File: config.mk
export PLATFORM = sky130hd
export DESIGN_NAME = resp_ring_irq_ctrl
export DESIGN_NICKNAME = d
export VERILOG_FILES = /design/src/rtl/rrc_pkg.sv /design/src/rtl/rrc_ctrl_reg.sv /design/src/rtl/rrc_resp_cnt.sv /design/src/rtl/rrc_status.sv /design/src/rtl/resp_ring_irq_ctrl.sv
export SDC_FILE = /design/constraint.sdc
export NUM_CORES = 1
export LEC_CHECK = 0
export CAP_MARGIN = 20
export CELL_PAD_IN_SITES_DETAIL_PLACEMENT = 1
export CELL_PAD_IN_SITES_GLOBAL_PLACEMENT = 1
export CORE_MARGIN = 2
export CORE_UTILIZATION = 45
export DETAILED_ROUTE_END_ITERATION = 7
export DONT_BUFFER_PORTS = 1
export GPL_ROUTABILITY_DRIVEN = 0
export GPL_TIMING_DRIVEN = 0
export PLACE_DENSITY_LB_ADDON = 0.12
export SLEW_MARGIN = 20
export SYNTH_ARGS = -nofsm -noshare
export SYNTH_HDL_FRONTEND = slang
export SYNTH_SLANG_ARGS = --single-unit
File: constraint.sdc
create_clock -name clk_i -period 3.1 [get_ports clk_i]
set_input_delay 0.62 -clock clk_i [delete_from_list [all_inputs] [get_ports clk_i]]
set_output_delay 0.62 -clock clk_i [all_outputs]
set_load 0.05 [all_outputs]
File: src/rtl/rrc_pkg.sv
package rrc_pkg;
  localparam int unsigned REG_W    = 8;
  localparam logic        ADDR_CTL = 1'b0;
  localparam logic        ADDR_STS = 1'b1;
  localparam int unsigned BIT_RESP = 0;
  localparam int unsigned BIT_RUN  = 1;
  localparam int unsigned BIT_OVF  = 2;
  localparam int unsigned NUM_FLAG = 2;
  localparam int unsigned FLG_RESP = 0;
  localparam int unsigned FLG_OVF  = 1;
endpackage

File: src/rtl/rrc_ctrl_reg.sv
module rrc_ctrl_reg
  import rrc_pkg::*;
(
  input  logic             clk_i,
  input  logic             rst_ni,
  input  logic             wr_i,
  input  logic [REG_W-1:0] wdata_i,
  input  logic             dma_idle_i,
  output logic             ovf_ie_o,
  output logic             resp_ie_o,
  output logic             run_req_o,
  output logic             run_rb_o
);
  logic ovf_ie_q, resp_ie_q, run_req_q, run_rb_q;
  logic run_rb_d;

  // readback holds until the engine confirms idle after the request drops
  assign run_rb_d = (wr_i & wdata_i[BIT_RUN]) | run_req_q | (run_rb_q & ~dma_idle_i);

  always_ff @(posedge clk_i or negedge rst_ni) begin
    if (!rst_ni) begin
      ovf_ie_q  <= 1'b0;
      resp_ie_q <= 1'b0;
      run_req_q <= 1'b0;
      run_rb_q  <= 1'b0;
    end else begin
      run_rb_q <= run_rb_d;
      if (wr_i) begin
        ovf_ie_q  <= wdata_i[BIT_OVF];
        resp_ie_q <= wdata_i[BIT_RESP];
        run_req_q <= wdata_i[BIT_RUN];
      end
    end
  end

  assign ovf_ie_o  = ovf_ie_q;
  assign resp_ie_o = resp_ie_q;
  assign run_req_o = run_req_q;
  assign run_rb_o  = run_rb_q;
endmodule

File: src/rtl/rrc_resp_cnt.sv
module rrc_resp_cnt #(
  parameter int unsigned CNT_W = 8
) (
  input  logic             clk_i,
  input  logic             rst_ni,
  input  logic             run_i,
  input  logic             resp_i,
  input  logic             empty_i,
  input  logic [CNT_W-1:0] thresh_i,
  output logic             fire_o
);
  localparam int unsigned EXT_W = CNT_W + 1;

  logic [CNT_W-1:0] cnt_q;
  logic [EXT_W-1:0] cnt_inc, thr_eff;
  logic             hit;

  assign thr_eff = (thresh_i == '0) ? EXT_W'(1) : {1'b0, thresh_i};
  assign cnt_inc = {1'b0, cnt_q} + EXT_W'(1);
  assign hit     = resp_i & (cnt_inc >= thr_eff);
  assign fire_o  = run_i & (empty_i | hit);

  always_ff @(posedge clk_i or negedge rst_ni) begin
    if (!rst_ni)                cnt_q <= '0;
    else if (!run_i || fire_o)  cnt_q <= '0;
    else if (resp_i)            cnt_q <= cnt_inc[CNT_W-1:0];
  end
endmodule

File: src/rtl/rrc_status.sv
module rrc_status
  import rrc_pkg::*;
(
  input  logic                clk_i,
  input  logic                rst_ni,
  input  logic [NUM_FLAG-1:0] set_i,
  input  logic [NUM_FLAG-1:0] clr_i,
  output logic [NUM_FLAG-1:0] flag_o
);
  for (genvar g = 0; g < NUM_FLAG; g++) begin : g_flag
    logic q;
    always_ff @(posedge clk_i or negedge rst_ni) begin
      if (!rst_ni)       q <= 1'b0;
      else if (set_i[g]) q <= 1'b1;  // set beats a same-cycle clear
      else if (clr_i[g]) q <= 1'b0;
    end
    assign flag_o[g] = q;
  end
endmodule

File: src/rtl/resp_ring_irq_ctrl.sv
module resp_ring_irq_ctrl
  import rrc_pkg::*;
#(
  parameter int unsigned CNT_W = 8
) (
  input  logic             clk_i,
  input  logic             rst_ni,
  input  logic             reg_addr_i,
  input  logic             reg_we_i,
  input  logic [REG_W-1:0] reg_wdata_i,
  output logic [REG_W-1:0] reg_rdata_o,
  input  logic [CNT_W-1:0] resp_thresh_i,
  input  logic             resp_done_i,
  input  logic             empty_frame_i,
  input  logic             fifo_ovf_i,
  input  logic             dma_idle_i,
  output logic             dma_run_o,
  output logic             ovf_sts_o,
  output logic             resp_sts_o,
  output logic             irq_o
);
  logic                wr_ctl, wr_sts;
  logic                ovf_ie, resp_ie, run_req, run_rb, fire;
  logic [NUM_FLAG-1:0] flg_set, flg_clr, flg;

  assign wr_ctl = reg_we_i & (reg_addr_i == ADDR_CTL);
  assign wr_sts = reg_we_i & (reg_addr_i == ADDR_STS);

  rrc_ctrl_reg u_ctrl (
    .clk_i      (clk_i),
    .rst_ni     (rst_ni),
    .wr_i       (wr_ctl),
    .wdata_i    (reg_wdata_i),
    .dma_idle_i (dma_idle_i),
    .ovf_ie_o   (ovf_ie),
    .resp_ie_o  (resp_ie),
    .run_req_o  (run_req),
    .run_rb_o   (run_rb)
  );

  rrc_resp_cnt #(.CNT_W(CNT_W)) u_cnt (
    .clk_i    (clk_i),
    .rst_ni   (rst_ni),
    .run_i    (run_req),
    .resp_i   (resp_done_i),
    .empty_i  (empty_frame_i),
    .thresh_i (resp_thresh_i),
    .fire_o   (fire)
  );

  assign flg_set[FLG_RESP] = fire;
  assign flg_set[FLG_OVF]  = fifo_ovf_i;
  assign flg_clr[FLG_RESP] = wr_sts & reg_wdata_i[BIT_RESP];
  assign flg_clr[FLG_OVF]  = wr_sts & reg_wdata_i[BIT_OVF];

  rrc_status u_sts (
    .clk_i  (clk_i),
    .rst_ni (rst_ni),
    .set_i  (flg_set),
    .clr_i  (flg_clr),
    .flag_o (flg)
  );

  always_comb begin
    reg_rdata_o = '0;
    if (reg_addr_i == ADDR_CTL) begin
      reg_rdata_o[BIT_OVF]  = ovf_ie;
      reg_rdata_o[BIT_RUN]  = run_rb;
      reg_rdata_o[BIT_RESP] = resp_ie;
    end else begin
      reg_rdata_o[BIT_OVF]  = flg[FLG_OVF];
      reg_rdata_o[BIT_RESP] = flg[FLG_RESP];
    end
  end

  assign dma_run_o  = run_req;
  assign ovf_sts_o  = flg[FLG_OVF];
  assign resp_sts_o = flg[FLG_RESP];
  assign irq_o      = (flg[FLG_OVF] & ovf_ie) | (flg[FLG_RESP] & resp_ie);
endmodule

# Word-level counts from Yosys, hierarchy flattened
# Index checks and enable logic that the tools add are counted.
classes:
  n_bitwise: 16
  magnitude_cmp: 1
  n_reduce_logical: 6
  n_mux: 10
  add_sub_neg: 1
op_table:
  columns: ["cell", "n"]
  rows:
  - ["8-bit two-way mux", 3]
  - ["1-bit AND", 10]
  - ["8-bit by 1-bit adder with 9-bit output (second input constant)", 1]
  - ["9-bit >= comparator", 1]
  - ["8-bit zero test", 1]
  - ["1-bit two-way mux", 7]
  - ["2-bit nonzero test", 3]
  - ["1-bit OR", 4]
  - ["1-bit inverter", 2]
  - ["1-bit zero test", 1]
  - ["1-bit logical OR", 1]
word_totals:
  out_inout_bits: 12
  register_bits: 14
  word_cells: 41
  input_bits: 24

# Depth between registers and ports, before layout
# Gate-level depths: netlist of run 1.
depth:
  ltp_word: 8
  depth_mapped: 11
  ltp_nobuf: 10

# Cells and area by module
# From an unflattened synthesis of run 1, not the netlist that was laid out.
unflattened:
  cells_unflattened: 116
  hier_area_um2: 1077.3
by_module_without_submodules:
  columns: ["module", "area_each_um2", "n_inst", "cells_each"]
  rows:
  - ["rrc_resp_cnt", 737.0, 1, 85]
  - ["rrc_ctrl_reg", 147.6, 1, 10]
  - ["resp_ring_irq_ctrl", 105.1, 1, 13]
  - ["rrc_status", 87.6, 1, 8]

# Worst setup path after synthesis of run 1
# No wires, ideal clock.
synth_timing:
  kind: "register to register"
  startpoint: "register u_cnt.cnt_q[0]"
  endpoint: "register u_cnt.cnt_q[4]"
  stages_incl_launch_ff: 12
  slack_ns: 0.701
  required_ns: 3.018
  n_path_buf: 1
  period_less_slack_ns: 2.399
  arrival_ns: 2.317
  setup_time_ns: 0.082
  cell_sequence: "dfrtp_1 > ha_1 > nand3_2 > nor2_1 > xor2_1 > ha_1 > a21o_1 > a221oi_2 > o31a_2 > buf_6 > nand4_1 > a31oi_1"
synth_via:
  elab_chain_len: 7
  elab_cells_between_ends: 9
synth_rtl:
  columns: ["item", "line_no", "rtl"]
  rows:
  - ["start: declaration", "rrc_resp_cnt.sv:14", "logic [CNT_W-1:0] cnt_q;"]
  - ["start signal: assignment", "rrc_resp_cnt.sv:26", "else if (resp_i) cnt_q <= cnt_inc[CNT_W-1:0];"]
  - ["8-bit by 1-bit adder with 9-bit output *", "rrc_resp_cnt.sv:19", "assign cnt_inc = {1'b0, cnt_q} + EXT_W'(1);"]
  - ["9-bit >= comparator", "rrc_resp_cnt.sv:20", "assign hit = resp_i & (cnt_inc >= thr_eff);"]
  - ["1-bit AND", "rrc_resp_cnt.sv:20", null]
  - ["1-bit OR", "rrc_resp_cnt.sv:21", "assign fire_o = run_i & (empty_i | hit);"]
  - ["1-bit AND", "rrc_resp_cnt.sv:21", null]
  - ["1-bit logical OR", "rrc_resp_cnt.sv:25", "else if (!run_i || fire_o) cnt_q <= '0;"]
  - ["8-bit two-way mux / 2-bit nonzero test (equally long branches)", null, null]
# Every way passes the cells marked *; elsewhere a longest branch is shown, timed or not. The select of a mux whose other input is x is not followed.
# A chain may end at the register's enable or synchronous reset.

# Final worst setup path of run 1
# Same ends and word-level chain as after synthesis.

==> results of run 1 <==
## cells in the final DEF (no fill, tap or decap), drive strengths merged, types with 2 or more instances in the layout
cell    instances
xor2            3
conb            5
inv            10
clkbuf          4
dfrtp          14
mux2            4
a21o            3
a31oi           3
nand2b          9
o211ai          2
nand2           7
ha              9
o21ai           4
nand4           8
xnor2           3
and3b           2
a21oi           8
nor2            4
nor2b           4
buf             8
nand3           6
## worst paths after layout
path                                      start                end  slack (ps)
worst min register to register  u_ctrl.run_rb_o    u_ctrl.run_rb_o         520
min in group clk_i                   fifo_ovf_i  u_sts.g_flag[1].q         430
worst min-delay path                     rst_ni   u_ctrl.resp_ie_o          20
worst max-delay path             u_cnt.cnt_q[0]     u_cnt.cnt_q[4]         250
worst max register to register   u_cnt.cnt_q[0]     u_cnt.cnt_q[4]         250
max in group asynchronous                rst_ni     u_cnt.cnt_q[3]        3010
## power breakdown
group / switching (W) / total, W / internal [W] / leakage, nW
Sequential: 0.0000310 / 0.000225 / 0.000194 / 0.179
Clock: 0.0000602 / 0.000105 / 0.0000452 / 0.0138
Combinational: 0.0000663 / 0.0000960 / 0.0000297 / 0.377
Total: 0.000158 / 0.000426 / 0.000269 / 0.570
## area by class of cell
cell class,instances,area [um^2]
fill,294,1220
multi-input combinational,95,697
sequential,14,350
buffer,9,66.3
inverter,10,37.5
tap,30,37.5
clock buffer,3,22.5
## cell families (layout without fill, tap and decap cells)
| group | after synthesis | count (layout) | share of synthesized area, % |
|---|---|---|---|
| other | 1 | 5 | 0.330 |
| XOR/XNOR | 6 | 6 | 4.63 |
| AO/OA/AOI/OAI | 25 | 25 | 15.9 |
| flip-flops | 14 | 14 | 30.8 |
| multiplexers | 4 | 4 | 3.96 |
| adder cells (fa/ha/maj) | 9 | 9 | 9.91 |
| AND/OR/NAND/NOR | 46 | 46 | 25.3 |
| buffers and inverters | 19 | 22 | 9.14 |
## state kept, by name, summed over array words and instances, names as in the netlist
name and count:
u_sts.g_flag.q 2, u_ctrl.resp_ie_o 1, u_ctrl.run_req_o 1, u_ctrl.ovf_ie_o 1
u_cnt.cnt_q 8, u_ctrl.run_rb_o 1
## per-layer routing
metal  share of wire, %  global-route usage (%)  vias to the layer above
li1                   -                       -                      445
met2                 47                    34.3                       37
met5                  0                       0                        -
met3                6.1                    2.46                        4
met1                 45                    25.0                      450
met4                1.4                    9.58                        0
## metrics by stage
stage / total power [W] / utilization (%) / worst slack (ps)
2_1_floorplan: 0.000312 / - / 701
3_3_place_gp: 0.000321 / 48.9 / 433
3_5_place_dp: 0.000324 / 48.9 / 316
4_1_cts: 0.000429 / 49.8 / 279
5_1_grt: 0.000445 / 49.8 / 104
6_report: 0.000426 / 49.8 / 252
## worst max-delay path, cell delays in order (launching register included)
cell and delay (ps):
sky130_fd_sc_hd__dfrtp_1 500, sky130_fd_sc_hd__ha_1 290, sky130_fd_sc_hd__nand3_2 180, sky130_fd_sc_hd__nor2_1 270
sky130_fd_sc_hd__xor2_1 180, sky130_fd_sc_hd__ha_1 270, sky130_fd_sc_hd__a21o_1 200, sky130_fd_sc_hd__a221oi_2 230
sky130_fd_sc_hd__o31a_2 220, sky130_fd_sc_hd__buf_6 160, sky130_fd_sc_hd__nand4_1 110, sky130_fd_sc_hd__a31oi_1 180
==> impl_metrics.prom, run 1 <==
# TYPE chip_impl_metric gauge
chip_impl_metric{name="site_row_count",unit=""} 18
chip_impl_metric{name="floorplan.die.height",unit="um"} 54.2
chip_impl_metric{name="numPortBuffers",unit=""} 0
chip_impl_metric{name="postCtsHoldBufs",unit=""} 0
chip_impl_metric{name="clock_skews",unit="ps"} 3.33
chip_impl_info{name="ys_top_cells_by_area",value="sky130_fd_sc_hd__dfrtp_1 (31%), sky130_fd_sc_hd__ha_1 (9.9%), sky130_fd_sc_hd__nand2b_1 (5.0%)"} 1
chip_impl_info{name="run_status",value="finished, final reports clean"} 1
chip_impl_metric{name="synth.distinct_cells",unit=""} 36
chip_impl_metric{name="initial_utilization",unit="%"} 46.7
chip_impl_info{name="grt_setup_unrepaired",value="no"} 1
chip_impl_info{name="yosysMostFrequentCell",value="sky130_fd_sc_hd__dfrtp_1"} 1
chip_impl_metric{name="die_width",unit="um"} 54.2
chip_impl_metric{name="detail_route.drc_violations",unit=""} 0
chip_impl_metric{name="post_cts_resize_count",unit=""} 0
chip_impl_info{name="start_kind",value="flip-flop"} 1
chip_impl_metric{name="tritoncts_num_sinks",unit=""} 14
chip_impl_metric{name="ys_seq_area_share",unit="%"} 30.8
chip_impl_metric{name="fmaxAchievable",unit="MHz"} 351
chip_impl_metric{name="routed_via_density",unit=""} 5.81
chip_impl_metric{name="tightestPinTransition",unit="ps"} 952
chip_impl_info{name="kind_of_end_point_of_the_critical_path",value="flip-flop"} 1
chip_impl_metric{name="layoutNonFillerInstCount",unit=""} 161
chip_impl_info{name="timing.setup.critical_path_class",value="flip-flop to flip-flop"} 1
chip_impl_metric{name="synth_enable_flop_cells",unit=""} 0
chip_impl_metric{name="fin_crit_sh",unit="%"} 91.9
chip_impl_info{name="synthDominantAreaCellType",value="sky130_fd_sc_hd__dfrtp_1"} 1
chip_impl_info{name="ys_top_cells_by_count",value="sky130_fd_sc_hd__dfrtp_1 (14), sky130_fd_sc_hd__inv_1 (10), sky130_fd_sc_hd__ha_1 (9), sky130_fd_sc_hd__nand2b_1 (9)"} 1
chip_impl_metric{name="global_route_wire_length_before_repair",unit="um"} 4270
chip_impl_metric{name="cts_setup_buffers",unit=""} 0
chip_impl_metric{name="dieArea",unit="um^2"} 2940
chip_impl_metric{name="setup-tns-final",unit="ps"} 0
chip_impl_metric{name="ios",unit=""} 36
chip_impl_metric{name="detailed_place_hpwl",unit="um"} 1960
chip_impl_metric{name="antenna_violating_nets_post_route",unit=""} 0
chip_impl_metric{name="count_of_pins_over_their_slew_limit",unit=""} 0
chip_impl_metric{name="cts_inserted_buffers",unit=""} 3
chip_impl_metric{name="ir_worst_vdd",unit="V"} 0.000321
chip_impl_metric{name="route.detailed.wl_per_inst",unit="um"} 15.6
chip_impl_metric{name="grt_antenna_before_repair",unit=""} 0
chip_impl_metric{name="drt_iter0_drc",unit=""} 4
chip_impl_metric{name="groute.usage.overall",unit="%"} 20.1
chip_impl_info{name="dominantRegCellSynth",value="sky130_fd_sc_hd__dfrtp_1"} 1
chip_impl_metric{name="worstSkewPairLatency",unit="ps"} 280
chip_impl_metric{name="globalRouteOverflowTotal",unit=""} 0
chip_impl_metric{name="htree_levels",unit=""} 1
chip_impl_metric{name="core_area",unit="um^2"} 2430
chip_impl_metric{name="placedCellCount",unit=""} 158
chip_impl_metric{name="cts.path.max_buffers",unit=""} 2
chip_impl_metric{name="maxCapViolCount",unit=""} 0
chip_impl_metric{name="insertedDiodeCount",unit=""} 0
chip_impl_metric{name="timing.final.crit_period",unit="ps"} 2850
chip_impl_metric{name="critPathMaxFanout",unit=""} 10
chip_impl_metric{name="layout-area-overhead-vs-synth",unit="%"} 6.61
chip_impl_metric{name="cp_data_arrival_time",unit="ps"} 3060
chip_impl_info{name="tritoncts",value="built"} 1
chip_impl_metric{name="power.density",unit="nW/um^2"} 352
chip_impl_metric{name="grt_max_degree",unit=""} 15
chip_impl_metric{name="yosys_warnings",unit=""} 0
chip_impl_metric{name="drt-total-wl",unit="um"} 2520
chip_impl_metric{name="vias",unit=""} 936
chip_impl_metric{name="setup_viol",unit=""} 0
chip_impl_metric{name="netlist.area_leader.share",unit="%"} 30.8
chip_impl_metric{name="placed_area",unit="um^2"} 1190
chip_impl_metric{name="final_layout_size_suffix_gt1_share",unit="%"} 19.1
chip_impl_metric{name="max_slew_margin",unit="%"} 36.4
chip_impl_metric{name="p_leak",unit="nW"} 0.570
chip_impl_metric{name="avgSynthCellArea",unit="um^2"} 9.16
chip_impl_metric{name="syn_area",unit="um^2"} 1140
chip_impl_metric{name="ys_ff_latch",unit=""} 14
chip_impl_metric{name="nNetsFinal",unit=""} 166
chip_impl_metric{name="drt_pre_antenna_iters",unit=""} 4
chip_impl_info{name="min_path_type",value="input port to async pin"} 1
chip_impl_metric{name="ys_async_sr_fraction",unit="%"} 100
chip_impl_metric{name="holdWs",unit="ps"} 18.8
chip_impl_metric{name="cp_data_required_time",unit="ps"} 3310
chip_impl_metric{name="r2r_cells",unit=""} 11
chip_impl_metric{name="cts.clk_slew.worst_paths",unit="ps"} 80
chip_impl_info{name="cts-root-buf",value="sky130_fd_sc_hd__clkbuf_4"} 1
chip_impl_metric{name="postLayoutCellArea",unit="um^2"} 1210
chip_impl_metric{name="grt_pass1_vias",unit=""} 987
chip_impl_metric{name="hold_viol",unit=""} 0
chip_impl_metric{name="syn_inst",unit=""} 124
Note: power is estimated with default switching activity, not from simulation.
==> inputs of run 2 (changes only) <==
- CORE_UTILIZATION: 45 -> 41
- clock period: 3.1 -> 2.6 ns (I/O delays scaled with it)
==> run 2 against run 1 <==
  * Sequential power rose by 19%
  * Register-to-register slack got worse by 120 ps
  * Sequential cell count unchanged
  * Via count grew 0.32%
  * Cell count rose by 4.3%
  * Cell area up 8.7%
  * Clock skew grew 4.0 ps
  * Fmax grew 15%
  * Global-route usage shrank 2.8 points
  * Critical path type unchanged
==> impl_metrics.prom, run 2 (synthesis results as in run 1) <==
# TYPE chip_impl_metric gauge
chip_impl_info{name="run_status",value="finished, final reports clean"} 1
chip_impl_metric{name="fill_cells",unit=""} 324
chip_impl_metric{name="drt_iter0_drc",unit=""} 8
chip_impl_metric{name="tritoncts_num_sinks",unit=""} 14
chip_impl_metric{name="globalRouteOverflowTotal",unit=""} 0
chip_impl_metric{name="multi_input_comb_area",unit="um^2"} 746
chip_impl_metric{name="cp_data_arrival_time",unit="ps"} 2640
chip_impl_info{name="cp_slowest_cell",value="sky130_fd_sc_hd__dfrtp_1"} 1
chip_impl_info{name="tritoncts",value="built"} 1
chip_impl_metric{name="vias",unit=""} 939
chip_impl_metric{name="htree_levels",unit=""} 1
chip_impl_metric{name="setup_viol",unit=""} 0
chip_impl_metric{name="max_slew_margin",unit="%"} 37.3
chip_impl_metric{name="floorplan.die.height",unit="um"} 56.6
chip_impl_metric{name="seq_power_share",unit="%"} 52.2
chip_impl_metric{name="grt_max_degree",unit=""} 15
chip_impl_metric{name="dieArea",unit="um^2"} 3210
chip_impl_metric{name="placedCellCount",unit=""} 159
chip_impl_metric{name="insertedDiodeCount",unit=""} 0
chip_impl_info{name="timing.setup.critical_path_class",value="flip-flop to flip-flop"} 1
chip_impl_metric{name="layout-area-overhead-vs-synth",unit="%"} 15.9
chip_impl_metric{name="maxCapViolCount",unit=""} 0
chip_impl_metric{name="layoutNonFillerInstCount",unit=""} 168
chip_impl_info{name="layout_commonest_cell",value="sky130_fd_sc_hd__buf_4"} 1
chip_impl_metric{name="worstSkewPairLatency",unit="ps"} 280
chip_impl_metric{name="cp_data_required_time",unit="ps"} 2770
chip_impl_info{name="cts-root-buf",value="sky130_fd_sc_hd__clkbuf_4"} 1
chip_impl_metric{name="numPortBuffers",unit=""} 0
chip_impl_metric{name="drt-total-wl",unit="um"} 2560
chip_impl_metric{name="routed_via_density",unit=""} 5.59
chip_impl_metric{name="nNetsFinal",unit=""} 172
chip_impl_info{name="commonest_cells_after_routing_fill_and_taps_aside",value="sky130_fd_sc_hd__buf_4 (11), sky130_fd_sc_hd__inv_1 (10), sky130_fd_sc_hd__nand2b_1 (9)"} 1
chip_impl_metric{name="p_leak",unit="nW"} 0.617
chip_impl_metric{name="initial_utilization",unit="%"} 42.3
chip_impl_metric{name="power.switching_fraction",unit="%"} 36.9
chip_impl_metric{name="grt_pass1_vias",unit=""} 980
chip_impl_metric{name="comb_power_share",unit="%"} 23.9
chip_impl_metric{name="register_area",unit="um^2"} 358
chip_impl_metric{name="hold_viol",unit=""} 0
chip_impl_metric{name="die_width",unit="um"} 56.6
chip_impl_metric{name="max_stage_delay",unit="ps"} 360
chip_impl_metric{name="antenna_violating_nets_post_route",unit=""} 0
chip_impl_metric{name="drt_pre_antenna_iters",unit=""} 3
chip_impl_metric{name="power.density",unit="nW/um^2"} 389
chip_impl_metric{name="timing.final.crit_period",unit="ps"} 2470
chip_impl_metric{name="grt_antenna_before_repair",unit=""} 0
chip_impl_metric{name="count_of_pins_over_their_slew_limit",unit=""} 0
chip_impl_metric{name="net-switching-power",unit="W"} 0.000189
chip_impl_metric{name="fin_crit_sh",unit="%"} 94.9
chip_impl_metric{name="global_route_wire_length_before_repair",unit="um"} 4350
chip_impl_info{name="largest_register",value="u_cnt.cnt_q"} 1
chip_impl_metric{name="power.clock.fraction",unit="%"} 23.9
chip_impl_metric{name="detailed_place_hpwl",unit="um"} 1930
chip_impl_metric{name="ios",unit=""} 36
chip_impl_metric{name="fmaxAchievable",unit="MHz"} 405
chip_impl_metric{name="tightestPinTransition",unit="ps"} 938
chip_impl_metric{name="largest_register_ffs",unit=""} 8
chip_impl_metric{name="core_area",unit="um^2"} 2690
chip_impl_metric{name="clock_skews",unit="ps"} 7.32
chip_impl_info{name="most_common_cell_type_on_the_critical_path",value="sky130_fd_sc_hd__buf_4"} 1
chip_impl_info{name="kind_of_end_point_of_the_critical_path",value="flip-flop"} 1
chip_impl_info{name="min_path_type",value="input port to flip-flop"} 1
chip_impl_metric{name="detail_route.drc_violations",unit=""} 0
chip_impl_metric{name="cts.clk_slew.worst_paths",unit="ps"} 80
chip_impl_metric{name="route.detailed.wl_per_inst",unit="um"} 15.2
chip_impl_metric{name="cts.path.max_buffers",unit=""} 2
chip_impl_metric{name="cts_inserted_buffers",unit=""} 3
chip_impl_metric{name="holdWs",unit="ps"} 323
chip_impl_metric{name="site_row_count",unit=""} 19
chip_impl_metric{name="final_layout_size_suffix_gt1_share",unit="%"} 29.9
chip_impl_info{name="start_kind",value="flip-flop"} 1
chip_impl_info{name="cells_traversed_along_the_worst_timing_path",value="buf_4 -> nand3_4 -> or2_4 -> xnor2_2 -> ha_1 -> and3_4 -> a221oi_2 -> o31a_2 -> buf_4 -> a21oi_1 -> a221o_1"} 1
chip_impl_metric{name="ir_worst_vdd",unit="V"} 0.000312
chip_impl_metric{name="power_report.internal_total",unit="W"} 0.000323
chip_impl_info{name="biggestRegsByFlops",value="u_cnt.cnt_q x8, u_sts.g_flag.q x2"} 1
chip_impl_metric{name="groute.usage.overall",unit="%"} 17.2
chip_impl_metric{name="critPathMaxFanout",unit=""} 5
run 2: cell types whose count changed in the layout (fill, tap and decap cells not counted), moves of 2 or more:
cell and change:
sky130_fd_sc_hd__dfrtp_2 +6, sky130_fd_sc_hd__nand2_1 -2, sky130_fd_sc_hd__buf_4 +5, sky130_fd_sc_hd__dfrtp_1 -6
sky130_fd_sc_hd__nand2_2 +2
run 2: routing by layer:
layer  vias to the layer above  wire length, um  global-route usage [%]
li1                        459                -                       -
met1                       448             1080                    22.3
met2                        28             1310                    28.7
met3                         4              123                    2.30
met4                         0               46                    7.14
met5                         -                0                       0
run 2: layout make-up:
class | count | share of cell area, %
Timing Repair Buffer | 6 | 3.61
Buffer | 9 | 5.04
Clock buffer | 3 | 1.71
Tap cell | 31 | 2.95
Inverter | 10 | 2.85
Sequential cell | 14 | 27.2
Multi-Input combinational cell | 95 | 56.7
run 2: critical path: cells and delay by family (launching register included):
family | cells | cell delay [ps]
simple gates | 3 | 570
compound gates | 4 | 760
fa+ha+maj | 1 | 290
flops | 1 | 360
xor+xnor | 1 | 140
buf+inv | 2 | 240
run 2: repair_timing:
item | in CTS | in global routing
pin swaps | 0 | 10
gates resized for setup | 5 | 11
endpoints found under the hold margin | 14 | 0
setup endpoints to repair | 9 | 9
hold buffers | 1 | 0
buffers inserted | 0 | 5
run 2: worst paths after layout:
| path | cells past startpoint | startpoint | to | slack, ps |
|---|---|---|---|---|
| min in group asynchronous | 1 | rst_ni | u_sts.g_flag[1].q | 700 |
| hold / removal | 1 | fifo_ovf_i | u_sts.g_flag[1].q | 320 |
| hold reg to reg | 2 | u_ctrl.run_rb_o | u_ctrl.run_rb_o | 520 |
| setup reg to reg | 11 | u_cnt.cnt_q[1] | u_sts.g_flag[0].q | 130 |
| max in group asynchronous | 1 | rst_ni | u_cnt.cnt_q[5] | 1430 |
| setup / recovery | 11 | u_cnt.cnt_q[1] | u_sts.g_flag[0].q | 130 |
run 2: power groups by stage:
stage	Sequential [W]	Combinational [W]	Clock (W)
final	0.000267	0.000123	0.000122
after CTS	0.000268	0.000121	0.000127
after global routing	0.000271	0.000131	0.000132
after global placement	0.000271	0.000112	0
after detailed placement	0.000272	0.000115	0
after floorplan	0.000267	0.000105	0
run 2: metrics by stage:
step	cell area [um^2]	power [W]	utilization, %	worst slack (ps)	TNS [ps]
floorplan	1150	0.000372	-	201	0
global placement	1190	0.000383	44.3	-77.1	-429
detailed placement	1190	0.000387	44.3	-108	-691
CTS	1230	0.000516	46.0	3.14	0
global route	1320	0.000534	49.0	-15.8	-15.8
finish	1320	0.000512	49.0	133	0
==> inputs of run 3 (changes only) <==
- CORE_UTILIZATION: 41 -> 35
- SLEW_MARGIN: 20 -> not set
==> run 3 against run 2 <==
  * Sequential share of layout area is 2.2 points lower
  * Clock-buffer cell count stayed put
  * Clock skew is 6.7 ps lower
  * Critical endpoint is now u_cnt.cnt_q[3]
  * Sequential power hardly changed
==> impl_metrics.prom, run 3 (synthesis results as in run 1) <==
# TYPE chip_impl_metric gauge
chip_impl_metric{name="dieArea",unit="um^2"} 3720
chip_impl_metric{name="fin_crit_sh",unit="%"} 97.0
chip_impl_metric{name="timing.final.crit_period",unit="ps"} 2520
chip_impl_metric{name="globalRouteOverflowTotal",unit=""} 0
chip_impl_metric{name="power_report.internal_total",unit="W"} 0.000325
chip_impl_metric{name="grt_util_met2",unit="%"} 28.1
chip_impl_metric{name="cts_inserted_buffers",unit=""} 3
chip_impl_metric{name="p_leak",unit="nW"} 0.683
chip_impl_metric{name="fill_cells",unit=""} 362
chip_impl_metric{name="cts.clk_slew.worst_paths",unit="ps"} 90
chip_impl_metric{name="antenna_violating_nets_post_route",unit=""} 0
chip_impl_metric{name="htree_levels",unit=""} 1
chip_impl_info{name="layout_commonest_cell",value="sky130_fd_sc_hd__buf_4"} 1
chip_impl_metric{name="count_of_pins_over_their_slew_limit",unit=""} 0
chip_impl_metric{name="drt_iter0_drc",unit=""} 24
chip_impl_info{name="largest_register",value="u_cnt.cnt_q"} 1
chip_impl_metric{name="grt_max_degree",unit=""} 15
chip_impl_metric{name="global_route_met3_usage",unit="%"} 2.13
chip_impl_metric{name="share_of_the_core_filled_with_cells_in_the_final_layout",unit="%"} 46.6
chip_impl_metric{name="cp_data_required_time",unit="ps"} 2790
chip_impl_metric{name="tritoncts_num_sinks",unit=""} 14
chip_impl_info{name="tritoncts",value="built"} 1
chip_impl_info{name="cts-root-buf",value="sky130_fd_sc_hd__clkbuf_4"} 1
chip_impl_metric{name="cp_data_arrival_time",unit="ps"} 2710
chip_impl_metric{name="multi_input_comb_area",unit="um^2"} 743
chip_impl_metric{name="grt_antenna_before_repair",unit=""} 0
chip_impl_info{name="kind_of_end_point_of_the_critical_path",value="flip-flop"} 1
chip_impl_metric{name="power.switching_fraction",unit="%"} 37.0
chip_impl_metric{name="final_layout_size_suffix_gt1_share",unit="%"} 35.1
chip_impl_info{name="start_kind",value="flip-flop"} 1
chip_impl_metric{name="nNetsFinal",unit=""} 183
chip_impl_metric{name="grt_use_met1",unit="%"} 18.6
chip_impl_metric{name="detailed_place_hpwl",unit="um"} 2040
chip_impl_metric{name="drt_pre_antenna_iters",unit=""} 4
chip_impl_metric{name="fmaxAchievable",unit="MHz"} 397
chip_impl_info{name="busiest_layer",value="met2"} 1
chip_impl_info{name="biggestRegsByFlops",value="u_cnt.cnt_q x8, u_sts.g_flag.q x2"} 1
chip_impl_metric{name="hold_viol",unit=""} 0
chip_impl_metric{name="seq_power_share",unit="%"} 52.0
chip_impl_metric{name="power.density",unit="nW/um^2"} 359
chip_impl_metric{name="largest_register_ffs",unit=""} 8
chip_impl_metric{name="worst-r2r-setup-slack",unit="ps"} 80
chip_impl_metric{name="clock_skews",unit="ps"} 0.587
chip_impl_metric{name="route.detailed.wl_per_inst",unit="um"} 14.9
chip_impl_metric{name="global_route_wire_length_before_repair",unit="um"} 4290
chip_impl_metric{name="holdWs",unit="ps"} 335
chip_impl_metric{name="tightestPinTransition",unit="ps"} 931
chip_impl_metric{name="detail_route.drc_violations",unit=""} 0
chip_impl_metric{name="postLayoutCellArea",unit="um^2"} 1440
chip_impl_metric{name="power.clock.fraction",unit="%"} 23.8
chip_impl_metric{name="register_area",unit="um^2"} 359
chip_impl_metric{name="setup_viol",unit=""} 0
chip_impl_info{name="min_path_type",value="input port to flip-flop"} 1
chip_impl_metric{name="grt_pass1_vias",unit=""} 1006
chip_impl_metric{name="r2r_cells",unit=""} 10
chip_impl_info{name="timing.setup.critical_path_class",value="flip-flop to flip-flop"} 1
chip_impl_metric{name="whs_path_depth",unit=""} 1
chip_impl_metric{name="cts.path.max_buffers",unit=""} 2
chip_impl_metric{name="site_row_count",unit=""} 20
chip_impl_info{name="run_status",value="finished, final reports clean"} 1
chip_impl_metric{name="floorplan.die.height",unit="um"} 61.0
chip_impl_info{name="timing.critical_path.from",value="u_cnt.cnt_q[0]"} 1
chip_impl_metric{name="groute.usage.overall",unit="%"} 15.5
chip_impl_info{name="cp-endpoint",value="u_cnt.cnt_q[3]"} 1
chip_impl_metric{name="core_area",unit="um^2"} 3080
chip_impl_metric{name="drt-total-wl",unit="um"} 2850
chip_impl_info{name="commonest_cells_after_routing_fill_and_taps_aside",value="sky130_fd_sc_hd__buf_4 (21), sky130_fd_sc_hd__inv_1 (10), sky130_fd_sc_hd__nand2b_1 (9)"} 1
chip_impl_metric{name="ios",unit=""} 36
chip_impl_metric{name="insertedDiodeCount",unit=""} 0
chip_impl_metric{name="critPathMaxFanout",unit=""} 5
chip_impl_info{name="r2r_end",value="u_cnt.cnt_q[3]"} 1
chip_impl_metric{name="vias",unit=""} 995
chip_impl_metric{name="die_width",unit="um"} 61.0
chip_impl_metric{name="layout-area-overhead-vs-synth",unit="%"} 26.3
chip_impl_metric{name="routed_via_density",unit=""} 5.18
chip_impl_metric{name="comb_power_share",unit="%"} 24.1
chip_impl_metric{name="placed_area",unit="um^2"} 1210
chip_impl_metric{name="max_slew_margin",unit="%"} 37.8
chip_impl_metric{name="numPortBuffers",unit=""} 0
chip_impl_metric{name="initial_utilization",unit="%"} 36.9
chip_impl_metric{name="ir_worst_vdd",unit="V"} 0.000260
chip_impl_metric{name="worstSkewPairLatency",unit="ps"} 270
chip_impl_metric{name="net-switching-power",unit="W"} 0.000191
chip_impl_metric{name="maxCapViolCount",unit=""} 0
chip_impl_info{name="worst_r2r_startpoint",value="u_cnt.cnt_q[0]"} 1
## run 3: worst min-delay path by stage
stage                                   end  startpoint  slack (ps)
final                     u_sts.g_flag[1].q  fifo_ovf_i         330
after global routing      u_sts.g_flag[1].q  fifo_ovf_i         320
after CTS                 u_sts.g_flag[1].q  fifo_ovf_i         320
after detailed placement  u_sts.g_flag[1].q      rst_ni         220
after global placement    u_sts.g_flag[1].q      rst_ni         220
after floorplan              u_cnt.cnt_q[0]      rst_ni         220
## run 3: critical path: stages, from the launching register on
cell and delay [ps]:
sky130_fd_sc_hd__dfrtp_2 440, sky130_fd_sc_hd__nand3_4 130, sky130_fd_sc_hd__or2_4 270, sky130_fd_sc_hd__xnor2_2 140
sky130_fd_sc_hd__ha_1 290, sky130_fd_sc_hd__and3_4 190, sky130_fd_sc_hd__a221oi_2 270, sky130_fd_sc_hd__o31a_2 270
sky130_fd_sc_hd__clkbuf_16 170, sky130_fd_sc_hd__nand4_1 100, sky130_fd_sc_hd__a31oi_1 180
## run 3: area by class of cell
| class | instances | share of cell area (%) |
|---|---|---|
| Buffer | 9 | 4.88 |
| Timing Repair Buffer | 17 | 10.3 |
| Tap cell | 44 | 3.84 |
| Multi-Input combinational cell | 95 | 51.8 |
| Clock buffer | 3 | 1.57 |
| Inverter | 10 | 2.62 |
| Sequential cell | 14 | 25.0 |
## run 3: through the flow
step                std cells  TNS, ps  setup WS (ps)  power [W]
finish                    192        0           78.1   0.000515
global route              192     -131          -61.4   0.000546
CTS                       179        0           7.52   0.000522
detailed placement        172    -1240           -162   0.000387
global placement          172     -526          -87.4   0.000383
floorplan                 128        0            201   0.000372
## run 3: what timing repair did
item	CTS	global route
endpoints found under the setup margin	9	9
cloned	0	1
resized for setup	6	11
endpoints found under the hold margin	14	0
setup buffers	3	12
hold buffers	1	0
pin swaps	0	9
## run 3: power groups by stage
stage / registers, W / logic [W] / clock network, W
2_1_floorplan: 0.000267 / 0.000105 / 0
3_3_place_gp: 0.000271 / 0.000112 / 0
3_5_place_dp: 0.000272 / 0.000115 / 0
4_1_cts: 0.000268 / 0.000124 / 0.000130
5_1_grt: 0.000271 / 0.000135 / 0.000139
6_report: 0.000268 / 0.000124 / 0.000123
## run 3: per-layer routing
metal,vias to the layer above,routed length (um)
li1,485,-
met1,478,1220
met2,28,1470
met3,4,128
met4,0,34
met5,-,0
